**src/rtl/tsb_pkg.sv**
```systemverilog
package tsb_pkg;
  localparam int ADDR_W    = 64;
  localparam int CTX_W     = 13;
  localparam int BASE_LSB  = 13;
  localparam int SPLIT_BIT = 12;
  localparam int SIZE_W    = 4;
  localparam int PS_W      = 3;
  localparam int IDX_LSB   = 4;
  localparam int SHIFT_LO  = 9;
  localparam int PS_STEP   = 3;
  localparam int PS1_LSB   = 8;
  localparam int NUM_CLASS = 2;
  localparam int SHAMT_W   = 6;

  typedef logic [ADDR_W-1:0] addr_t;

  // upper base field, everything at or below the split flag cleared
  function automatic addr_t base_part(input addr_t base);
    addr_t keep;
    keep = ~((addr_t'(1) << BASE_LSB) - addr_t'(1));
    return base & keep;
  endfunction

  // tag slice selected by page code and sized by the buffer size code
  function automatic addr_t index_part(input addr_t tag,
                                       input logic [SIZE_W-1:0] sz,
                                       input logic [PS_W-1:0] ps);
    logic [SHAMT_W-1:0] shamt;
    logic [SHAMT_W-1:0] top;
    addr_t upper;
    addr_t lower;
    shamt = SHAMT_W'(SHIFT_LO) + SHAMT_W'(PS_STEP) * SHAMT_W'(ps);
    top   = SHAMT_W'(BASE_LSB) + SHAMT_W'(sz);
    upper = (addr_t'(1) << top) - addr_t'(1);
    lower = (addr_t'(1) << IDX_LSB) - addr_t'(1);
    return (tag >> shamt) & upper & ~lower;
  endfunction

  function automatic addr_t split_part(input logic [SIZE_W-1:0] sz);
    return addr_t'(1) << (SHAMT_W'(BASE_LSB) + SHAMT_W'(sz));
  endfunction
endpackage

```
**src/rtl/tsb_ctx_mux.sv**
```systemverilog
module tsb_ctx_mux
  import tsb_pkg::*;
(
  input  addr_t tag_access,
  input  addr_t c0_base,
  input  addr_t c0_cfg,
  input  addr_t cx_base,
  input  addr_t cx_cfg,
  output logic  ctx_is_zero,
  output addr_t sel_base,
  output addr_t sel_cfg
);
  assign ctx_is_zero = (tag_access[CTX_W-1:0] == '0);
  assign sel_base    = ctx_is_zero ? c0_base : cx_base;
  assign sel_cfg     = ctx_is_zero ? c0_cfg  : cx_cfg;
endmodule

```
**src/rtl/tsb_index_calc.sv**
```systemverilog
module tsb_index_calc
  import tsb_pkg::*;
#(
  parameter int CLASS_ID = 0
) (
  input  addr_t tag_access,
  input  addr_t base,
  input  addr_t cfg,
  output addr_t ptr
);
  localparam int PS_LSB = (CLASS_ID == 0) ? 0 : PS1_LSB;

  logic [SIZE_W-1:0] size_code;
  logic [PS_W-1:0]   page_code;
  logic              split_on;
  addr_t             extra;

  assign size_code = base[SIZE_W-1:0];
  assign page_code = cfg[PS_LSB +: PS_W];

  generate
    if (CLASS_ID == 0) begin : g_no_split
      assign split_on = 1'b0;
    end else begin : g_split
      assign split_on = base[SPLIT_BIT];
    end
  endgenerate

  assign extra = split_on ? split_part(size_code) : '0;
  assign ptr   = base_part(base) | extra | index_part(tag_access, size_code, page_code);
endmodule

```
**src/rtl/tsb_ptr_gen.sv**
```systemverilog
module tsb_ptr_gen
  import tsb_pkg::*;
(
  input  logic              clk,
  input  logic              rst_n,
  input  logic              start,
  input  logic [ADDR_W-1:0] tag_access,
  input  logic [ADDR_W-1:0] c0_base,
  input  logic [ADDR_W-1:0] c0_cfg,
  input  logic [ADDR_W-1:0] cx_base,
  input  logic [ADDR_W-1:0] cx_cfg,
  output logic [ADDR_W-1:0] ptr_ps0,
  output logic [ADDR_W-1:0] ptr_ps1,
  output logic              done
);
  localparam int AGREE_LSB = BASE_LSB + (1 << SIZE_W);

  logic  ctx_is_zero;
  addr_t sel_base;
  addr_t sel_cfg;
  addr_t calc_ptr [NUM_CLASS];
  addr_t ptr_q    [NUM_CLASS];
  logic  done_q;
  logic  split_q;

  tsb_ctx_mux u_ctx (
    .tag_access (tag_access),
    .c0_base    (c0_base),
    .c0_cfg     (c0_cfg),
    .cx_base    (cx_base),
    .cx_cfg     (cx_cfg),
    .ctx_is_zero(ctx_is_zero),
    .sel_base   (sel_base),
    .sel_cfg    (sel_cfg)
  );

  generate
    for (genvar c = 0; c < NUM_CLASS; c++) begin : g_class
      tsb_index_calc #(.CLASS_ID(c)) u_calc (
        .tag_access(tag_access),
        .base      (sel_base),
        .cfg       (sel_cfg),
        .ptr       (calc_ptr[c])
      );
      always_ff @(posedge clk or negedge rst_n) begin
        if (!rst_n)     ptr_q[c] <= '0;
        else if (start) ptr_q[c] <= calc_ptr[c];
      end
    end
  endgenerate

  always_ff @(posedge clk or negedge rst_n) begin
    if (!rst_n) begin
      done_q  <= 1'b0;
      split_q <= 1'b0;
    end else begin
      done_q <= start;
      if (start) split_q <= sel_base[SPLIT_BIT];
    end
  end

  assign ptr_ps0 = ptr_q[0];
  assign ptr_ps1 = ptr_q[1];
  assign done    = done_q;

  assert_done_follows_start_R2: assert property (@(posedge clk) disable iff (!rst_n)
    done == $past(start));

  assert_hold_without_start_R3: assert property (@(posedge clk) disable iff (!rst_n)
    !start |=> ($stable(ptr_ps0) && $stable(ptr_ps1)));

  assert_low_nibble_zero_R9: assert property (@(posedge clk) disable iff (!rst_n)
    (ptr_ps0[IDX_LSB-1:0] == '0) && (ptr_ps1[IDX_LSB-1:0] == '0));

  assert_unsplit_upper_agree_R8: assert property (@(posedge clk) disable iff (!rst_n)
    (done && !split_q) |-> (ptr_ps0[ADDR_W-1:AGREE_LSB] == ptr_ps1[ADDR_W-1:AGREE_LSB]));
endmodule

```
**config.mk**
```make
export PLATFORM = sky130hd
export DESIGN_NAME = tsb_ptr_gen
export DESIGN_NICKNAME = d
export VERILOG_FILES = /design/src/rtl/tsb_pkg.sv /design/src/rtl/tsb_ctx_mux.sv /design/src/rtl/tsb_index_calc.sv /design/src/rtl/tsb_ptr_gen.sv
export SDC_FILE = /design/constraint.sdc
export NUM_CORES = 1
export LEC_CHECK = 0
export ABC_AREA = 1
export BUFFER_PORTS_ARGS = -buffer_cell sky130_fd_sc_hd__buf_2
export CORE_UTILIZATION = 25
export DETAILED_ROUTE_END_ITERATION = 8
export SYNTH_ARGS = -nofsm -noshare
export SYNTH_HDL_FRONTEND = slang
export SYNTH_HIERARCHICAL = 1
export SYNTH_SLANG_ARGS = --single-unit
```
**constraint.sdc**
```tcl
create_clock -name clk -period 0.8 [get_ports clk]
set_input_delay 0.04 -clock clk [delete_from_list [all_inputs] [get_ports clk]]
set_output_delay 0.04 -clock clk [all_outputs]
set_load 0.02 [all_outputs]
```
# Word-level counts from Yosys, hierarchy flattened
# Index checks and enable logic that the tools add are counted.
dict set report totals {
  inputBits 323
  elab_cells 21
  register_bits 129
  output_inout_bits 129
}
dict set report classes {
  n_mux 3
  n_mul 2
  n_reduce_logical 1
  n_addsub 4
  n_shift 3
  bitwise_logic 5
}
# cell count
set ops {}
lappend ops {{$or A64 B64 Y64} 3}
lappend ops {{$and A64 B64 Y64} 2}
lappend ops {{$mux W64} 2}
lappend ops {{$shr A64 B6 Y64} 2}
lappend ops {{$shl A1 B6 Y64 const A} 1}
lappend ops {{$sub A64 B1 Y64 const B} 1}
lappend ops {{$logic_not A13 Y1} 1}
lappend ops {{$add A4 B5 Y6 const A} 2}
lappend ops {{$mux W11} 1}
lappend ops {{$mul A2 B3 Y5 const A} 2}
lappend ops {{$add A4 B4 Y5 const A} 1}

# Longest topological paths before layout
# Gate-level depths: netlist (run 1).
dict set report logic_depth {
  word_depth 7
  mapped_depth 23
  mapped_depth_nobuf 21
}

# By module
# Netlist (run 1), hierarchy kept.
# mod seq_area_each_um2 n_inst cells_per_inst area_each_um2
set by_module_without_submodules {}
lappend by_module_without_submodules {tsb_ptr_gen 3228.1 1 542 4984.8}
lappend by_module_without_submodules {{tsb_index_calc at g_class[1].u_calc} 0.0 1 653 3076.7}
lappend by_module_without_submodules {{tsb_index_calc at g_class[0].u_calc} 0.0 1 634 3001.6}
lappend by_module_without_submodules {tsb_ctx_mux 0.0 1 445 1976.9}

# Worst setup path before layout (run 1)
# OpenSTA, ideal clock, no wires.
dict set report synth_timing {
  kind {input to register}
  start {input port tag_access[1]}
  end {register ptr_q, in the netlist ptr_ps1[24]}
  t_arrival_ns 2.463
  path_stages 20
  setup_time_ns 0.065
  t_required_ns 0.735
  path_buffers 4
  setup_slack_ns -1.727
  cell_sequence {nor2_1 inv_1 nor2_1 nand2_1 buf_6 buf_6 nand2_1 nand2_1 ha_1 fa_1 buf_2 clkbuf_1 nand3_1 nand3_1 nand2_1 nand2_1 nand3_1 nand2_1 nand2_1 nand2_1}
}
# item line_no
set synth_lines {}
lappend synth_lines {{start, declared} tsb_ptr_gen.sv:7} ;# input logic [ADDR_W-1:0] tag_access,
lappend synth_lines {{end signal, assigned by index} tsb_ptr_gen.sv:47} ;# else if (start) ptr_q[c] <= calc_ptr[c];
lappend synth_lines {{end, declared} tsb_ptr_gen.sv:22} ;# addr_t ptr_q [NUM_CLASS];

==> impl_summary.md, run 1 <==
STA
The number of failing hold endpoints at the final stage is 0. The final cycle utilization of the critical path is 2.867. The shortest clock period the worst path allows after layout is 2294 ps.

The worst setup margin is -1494 ps. The post-route clock skew is 0 ps. The setup TNS after final layout is -118470 ps. Setup violations remaining at the end of the flow were counted as 249. Setup repair after global routing could not meet its margin everywhere. Static timing analysis puts the maximum clock frequency at 0.4360 GHz.

The final count of pins violating max slew is 0.

Worst setup path
The worst setup path is captured at a register. Together, buffers and inverters on the worst path number 5. The worst setup path category is primary input to register.

Grouping stages by cell kind, the critical path spends the most delay in simple AND/OR/NAND/NOR gates. The category of the worst setup path launch point is a primary input. The critical path data required time is 1190 ps. In this run the worst path has a maximum fanout of 13. The cell with the largest stage delay on the worst path is fa_2.

The largest single stage delay on the critical path is 550 ps. The most used cell along the critical path is nand2_1. The arrival time reported for the critical path endpoint is 2680 ps.

The signal on the critical path passes through buf_8, nor2_4, nand2_2, nor2_4, nand2_4, buf_12, nand2_4, nand2_4, ha_4, fa_2, buf_12, buf_4, buf_12, nand3_1, nand3_1, nand3_2, nand2_2, nand2_1, nand2_1, nand2_1, nand2_1.

Power
The areal power density over the cells is 1596 mW/mm^2. The design draws 0.03335 W. The leakage dissipation is 10.61 nW. The worst voltage drop across the vdd grid is 1.446 mV.

Clock network
TritonCTS built the clock tree. CTS placed an instance of clkbuf_16 at the clock tree root. Counting every sink on the clock net gives 129. TritonCTS created 17 clock buffers.

Clock-pin slew was measured on the worst setup and hold paths at 70 ps. The H-tree depth reported by CTS is 4. In this run the deepest clock path goes through 2 buffers. For the worst-skew pair, the clock arrives at the later sink with an insertion delay of 450 ps.

Final layout
Measured on the finished design, the core utilization comes to 0.4377. Of the cells placed in the final design, the portion with a size suffix greater than 1 is 0.4234. The net count of the finished layout is 2889. The area growth from synthesis to layout is 72.80%.

GRT
The maximum number of pins on one net before global-route repair is 71. The number of global-route vias before repair was 15.45k. The overall routing resource usage is 0.2341. The final global-route overflow total is 0. The first global-routing pass estimated 89080 microns of wire. The number of antenna violations at the first check in global routing is 5.

Floorplan
The starting density of the core is 0.2533. The die height is 221.9 microns. After floorplanning, the core was sized to cover 0.04775 sq mm.

The die outline area is 0.04926 sq mm. For this design the top-level I/O count stands at 452. In this run the horizontal extent of the chip is 221.9 microns. The number of placement rows is 80.

Drt
Summing over every cut layer, the via total after detailed routing is 16.44k. The number of iterations in the first detailed-routing pass is 6. The initial DRC count is 1692. The top layer used by detailed routing is met4. The routed design uses 3809 microns of met3 wire. The per-cell via count in the routed design is 5.151. The total routed wire length on the met1 layer is 24670 microns. In the final routed layout, each cell accounts on average for 19.32 microns. The total detailed-routing wirelength is 61660 microns. The count of nets left with antenna violations once routing finished came out at 0.

The amount of wire on met2 after detailed routing is 29630 microns. The number of DRC violations after detailed routing is 0.

Status
The flow ran to the end, but the final reports show violations. The checks that failed: negative setup slack.

Synthesis
During synthesis, Yosys emitted a total of 6 warnings. Synthesis produced 2060 cells. The mapped netlist covers 0.01209 sq mm. Each instance of the synthesized netlist takes up on average 5.871 sq um.

Hold path
The min-delay analysis places its worst path in the category primary input to asynchronous set/reset pin.

Placement
The count of input and output buffers is 319. The sum of net half-perimeters after detailed placement is 43840 microns. The weighted congestion at the end of routability-driven global placement is 0.9834.

Job
Across the run, the number of max-cap violations was 0.
==> worst reg2reg max path, cell delays in order, from the launching register on <==
cell and delay [ps]:
dfrtp_1 400, buf_4 140, buf_4 120, nand2_1 80, nand2_1 70
==> placed cells by master (no fill, tap or decap), types with 6 or more instances in the layout <==
cell type / instances
buf_6: 165
inv_2: 6
nand3_4: 50
o21ai_0: 7
nand2_1: 822
inv_1: 41
a21oi_1: 9
nor2_1: 27
nor2_4: 12
nand3_1: 333
buf_12: 46
a31oi_1: 7
buf_2: 179
buf_4: 212
dfrtp_1: 129
conb_1: 8
nand3_2: 221
clkbuf_16: 22
o21ai_2: 15
nand2_4: 21
inv_6: 8
buf_16: 10
or2_1: 8
dlygate4sd3_1: 70
nand2_2: 85
buf_8: 10
==> timing repair <==
| item | in CTS | in global routing |
|---|---|---|
| endpoints found under the hold margin | 199 | 2 |
| resized for setup | 502 | 235 |
| pin swaps | 95 | 128 |
| hold buffers | 69 | 1 |
| setup endpoints to repair | 249 | 249 |
| cloned | 11 | 5 |
| setup buffers | 49 | 59 |
==> final cells by class <==
cell class                 count  area [sq um]
fill                        4615         26850
multi-input combinational   1659          9509
timing repair buffer         698          6550
sequential                   129          3228
tap                          615         769.5
clock buffer                  17         425.4
inverter                      54         246.5
clock inverter                15         160.2
antenna                        4         10.01
==> flip-flops by register name (all words and copies together) (netlist names) <==
signal	flops
ptr_ps0	64
ptr_ps1	64
done	1
==> through the flow <==
step                      worst slack, ps  cell area (sq um)  cells  hold WS, ps
after floorplan                     -1505              12810   2066       -255.6
final                               -1494              20900   3191       0.5075
after detailed placement            -2053              15440   2967       -82.24
after global routing                -1570              20900   3191        9.438
after CTS                           -1434              19300   3128       -7.083
after global placement              -2044              15440   2967       -84.33
==> power breakdown <==
part,leakage [nW],switching [W],internal (W)
Clock,0.284,0.00364,0.00442
Combinational,8.77,0.00976,0.00767
Sequential,1.56,0.000587,0.00727
==> path summary, 6_finish.rpt <==
path	from	to	slack, ps	depth (start not counted)
min in group clk	c0_base[63]	ptr_ps0[63]$_DFFE_PN0P_	10	5
hold / removal	rst_n	ptr_ps0[49]$_DFFE_PN0P_	0.5	2
setup / recovery	tag_access[3]	ptr_ps1[16]$_DFFE_PN0P_	-1490	21
max in group asynchronous	rst_n	ptr_ps0[25]$_DFFE_PN0P_	300	3
setup reg to reg	ptr_ps1[52]$_DFFE_PN0P_	ptr_ps1[52]$_DFFE_PN0P_	-120	4
hold reg to reg	ptr_ps0[9]$_DFFE_PN0P_	ptr_ps0[9]$_DFFE_PN0P_	500	2
==> metal layers <==
metal  GRT usage  vias up
li1            -     7650
met1      0.2892     7766
met2      0.3905      794
met3     0.04161      226
met4      0.1169        0
met5           0        -
Power figures use the tool's default switching activity.
==> run 2: changes to the inputs <==
--- a/config.mk
+++ b/config.mk
@@ -9,7 +9,8 @@
 export BUFFER_PORTS_ARGS = -buffer_cell sky130_fd_sc_hd__buf_2
 export CORE_UTILIZATION = 25
 export DETAILED_ROUTE_END_ITERATION = 8
+export RECOVER_POWER = 25
 export SYNTH_ARGS = -nofsm -noshare
 export SYNTH_HDL_FRONTEND = slang
-export SYNTH_HIERARCHICAL = 1
 export SYNTH_SLANG_ARGS = --single-unit
+export TNS_END_PERCENT = 30
==> run 2 against run 1 <==
  * The run ends with negative hold slack, negative setup slack left
  * First-iteration DRC count increased by 22%
  * Global-route usage increased by 3.6 points
  * Clock-buffer cell count increased by 1
  * Sequential power decreased by 9.7%
  * Flip-flop and latch count decreased by 13
  * Clock skew unchanged
  * Sequential share of layout area increased by 0.77 points
  * Synthesized area decreased by 12%
  * Highest routed layer unchanged
==> impl_summary.md, run 2 <==
Clock network
The TritonCTS clock tree is done. The clock insertion delay at the later pin of the skew report is 430 ps (-20 ps). The buffer levels on the longest clock path is 2 (unchanged). The number of buffers created by CTS was 17 (unchanged). The cts-stage hold buffer count came to 44 (-36%). The total number of clock tree sinks is 116 (-10%).

Clock tree synthesis selected as its root buffer the cell clkbuf_16. The clock transition at the register clock pins on the worst setup and hold paths after CTS is 60 ps (about the same). The H-tree depth reported by CTS is 4 (unchanged).

Power
The areal power density over the cells is 1680 mW/mm^2 (+5.3%). The worst voltage drop across the vdd grid is 1.536 mV (+6.2%). The overall power of the completed layout came to 0.03017 W (-9.5%).

The leakage dissipation came to 8.826 nW (-17%).

Hold path
The worst min-delay path category is primary input to register.

Floorplan
The I/O pin total is 452 (unchanged). The placeable core region was 0.04195 sq mm (-12%). The width of the chip came to 208.2 microns (-6.2%). The die height came to 208.2 microns (-6.2%). The starting density of the core was 0.2534 (about the same). The die outline area is 0.04335 sq mm (-12%).

The number of placement rows was 75 (-6.3%).

Synthesis
The most used standard cell by instance count after synthesis is nand3_1. The post-synthesis sequential element count is 116. Sorting the synthesized cells by area gives the leading types as nand3_1, dfrtp_1, nand2_1. The share of the synthesized area in compound gates (AO/OA/AOI/OAI) is 0.08534. After synthesis, the largest family of logic cells by area is simple AND/OR/NAND/NOR gates.

The share of synthesized area spent on multiplexers is 0. Of all flip-flops after synthesis, the portion carrying an async set or reset was 1.000. The share of the yosys chip area belonging to registers is 0.2731. Of the total synthesized cell area, the portion taken by full adders, half adders and majority gates is 0.01083. The total standard cell area after synthesis was 0.01063 sq mm (-12%).

The synthesized area divided by synthesized cell count is 5.995 sq um (+2.1%). Counting flops with a built-in enable in the synthesized netlist gives 0. The post-synthesis cell type count is 33. Sorting the synthesized cells by how often they occur yields nand3_1, nand2_1, dfrtp_1, inv_1, a21oi_1.

The number of warnings printed during yosys synthesis is 0 (-6). The dominant cell type by area after synthesis is nand3_1. The number of instances in the synthesized netlist is 1773 (-14%). The synthesized-area fraction occupied by and/or/nand/nor cells is 0.5350. Of the total synthesized cell area, the portion taken by XOR and XNOR cells is 0.

Among all flip-flop cells after synthesis, the most frequent one is dfrtp_1. The share of Yosys cell area claimed by the top area cell type is 0.2905.

Worst setup path
STA classifies the critical path endpoint as a register. The arrival time reported for the critical path endpoint came to 2830 ps (+150 ps). The top fanout value on the critical path is 8 (-5). The worst setup path category is primary input to register.

The category of the worst setup path launch point is a primary input. The critical path data required time is 1160 ps (-30 ps).

Drt
The per-cell via count in the routed design is 5.455 (+5.9%). The total detailed-routing wirelength is 61830 microns (+0.27%). The number of iterations in the first detailed-routing pass is 6 (unchanged).

The number of DRC violations after detailed routing is 0 (unchanged). The post-route antenna net violation count was 0 (unchanged). The vias after detailed routing is 15.32k (-6.8%). The initial DRC count was 2067 (+22%). The average detailed-routed wire length per instance is 22.02 microns (+14%).

STA
The worst setup margin is -1670 ps (-176.0 ps). The maximum operating frequency came to 0.4049 GHz (-7.1%). The number of failing hold endpoints at the final stage is 23 (+23). The number of setup violations in the final report is 236 (-5.2%).

The relative max-transition margin is 0.5311. The final count of pins violating max slew is 0 (unchanged). The post-route clock skew was 0 ps (unchanged). The slew at the pin with the worst max-slew slack is 698.0 ps. The shortest clock period the worst path allows after layout is 2470 ps (+176.0 ps). The worst hold-check slack came to -40.59 ps (-41.10 ps). The final cycle utilization of the critical path is 3.087 (+0.2200).

Setup repair after global routing could not meet its margin everywhere.

Placement
The count of input and output buffers came to 315 (-1.3%). The total placed instance area is 0.01403 sq mm (-9.1%). The weighted congestion at the end of routability-driven global placement is 1.033 (+5.1%). The sum of net half-perimeters after detailed placement was 45600 microns (+4.0%).

GRT
The number of global-route vias before repair is 14.42k (-6.7%). The met2 demand-to-capacity share in global routing is 0.4342 (+0.04361). The overall routing resource usage was 0.2697 (+0.03566). The met1 capacity usage during global routing is 0.3458 (+0.05656). The maximum number of pins on one net before global-route repair came to 59 (-17%). The most heavily used metal layer in global routing is met2. The final global-route overflow total was 0 (unchanged). The number of antenna violations at the first check in global routing is 4 (-1). The met3 usage in global routing is 0.05042 (+0.008804). The first-pass GRT wire length is 88890 microns (-0.22%).

Final layout
The share of final-layout standard cells stronger than drive strength 1 is 0.4267 (+0.003337). The library cell used most frequently in the layout, excluding fill and tap cells, is nand2_1. The number of nets at the end of the flow is 2585 (-11%). The cell area after layout was 0.01796 sq mm (-14%).

Relative to the synthesized area, the layout overhead comes to 68.96%. Leaving out fill and tap cells, the most frequent cells in the layout are nand2_1, nand3_1, buf_2. The number of flip-flops under the largest register name is 63.

Status
The flow ran to the end, but the final reports show violations. The final reports fail on negative hold slack, negative setup slack.

Job
The number of maximum-capacitance violations is 0 (unchanged).
[run 2: kinds of logic (layout without fill, tap and decap cells)]
family / after synthesis / count (layout)
other cells: 1 / 7
flops: 116 / 116
compound gates: 154 / 154
buf+inv: 227 / 717
simple gates: 1267 / 1267
fa+ha+maj: 8 / 8
[run 2: where the power goes]
group          internal (W)  switching, W  total, W
clock network       0.00468       0.00306   0.00774
registers           0.00655      0.000543   0.00710
logic               0.00599       0.00935    0.0153
[run 2: per-layer routing]
layer / wire, microns / share of wire / up-vias
li1: - / - / 6952
met3: 4853 / 0.078 / 183
met5: 0 / 0 / -
met2: 28540 / 0.46 / 878
met4: 3256 / 0.053 / 0
met1: 25180 / 0.41 / 7304
[run 2: what timing repair did]
item / in CTS / in global routing
endpoints found under the setup margin: 236 / 236
setup buffers: 16 / 18
gates resized for setup: 296 / 216
pin swaps: 77 / 121
cloned: 9 / 9
hold endpoints to repair: 183 / 18
[run 2: per-stage QoR]
stage                     setup TNS, ps  cells  utilization  worst slack (ps)  hold slack (ps)
after floorplan                 -132750   1776            -             -1889           -255.6
after global placement          -159210   2682       0.3346             -2155           -95.39
after detailed placement        -163810   2682       0.3346             -2151           -91.91
after CTS                       -131600   2782       0.3979             -1566           -50.08
after global routing            -141550   2808       0.4281             -1720           -29.54
final                           -132610   2808       0.4281             -1670           -40.59
[run 2: cell type report]
class / count / area (sq um)
Inverter: 92 / 365.4
Timing Repair Buffer: 593 / 4695
Multi-Input combinational cell: 1433 / 8707
Timing Repair inverter: 1 / 8.758
Clock buffer: 18 / 439.2
Antenna cell: 3 / 7.507
Fill cell: 4253 / 23990
Sequential cell: 116 / 2913
Clock inverter: 13 / 148.9
Tap cell: 539 / 674.4
[run 2: worst paths after layout]
kind	from	to	slack (ps)	depth (start not counted)
max	tag_access[11]	ptr_ps1[22]$_DFFE_PN0P_	-1670	18
min reg2reg	ptr_ps1[45]$_DFFE_PN0P_	ptr_ps1[45]$_DFFE_PN0P_	470	2
min in group asynchronous	rst_n	ptr_ps1[21]$_DFFE_PN0P_	40	2
min	c0_base[30]	ptr_ps0[30]$_DFFE_PN0P_	-40	4
max reg2reg	ptr_ps1[62]$_DFFE_PN0P_	ptr_ps1[62]$_DFFE_PN0P_	40	2
max in group asynchronous	rst_n	ptr_ps1[14]$_DFFE_PN0P_	120	3
[run 2: critical path, stage by stage]
cell	delay [ps]
buf_6	90
or2_4	260
nor2_8	120
nand2_8	100
buf_12	160
o21ai_4	180
inv_2	90
ha_4	170
fa_2	590
buf_12	180
inv_16	60
buf_12	140
buf_4	140
nand3_4	100
nand3_4	100
nand3_2	80
nand3_2	80
a21oi_2	140
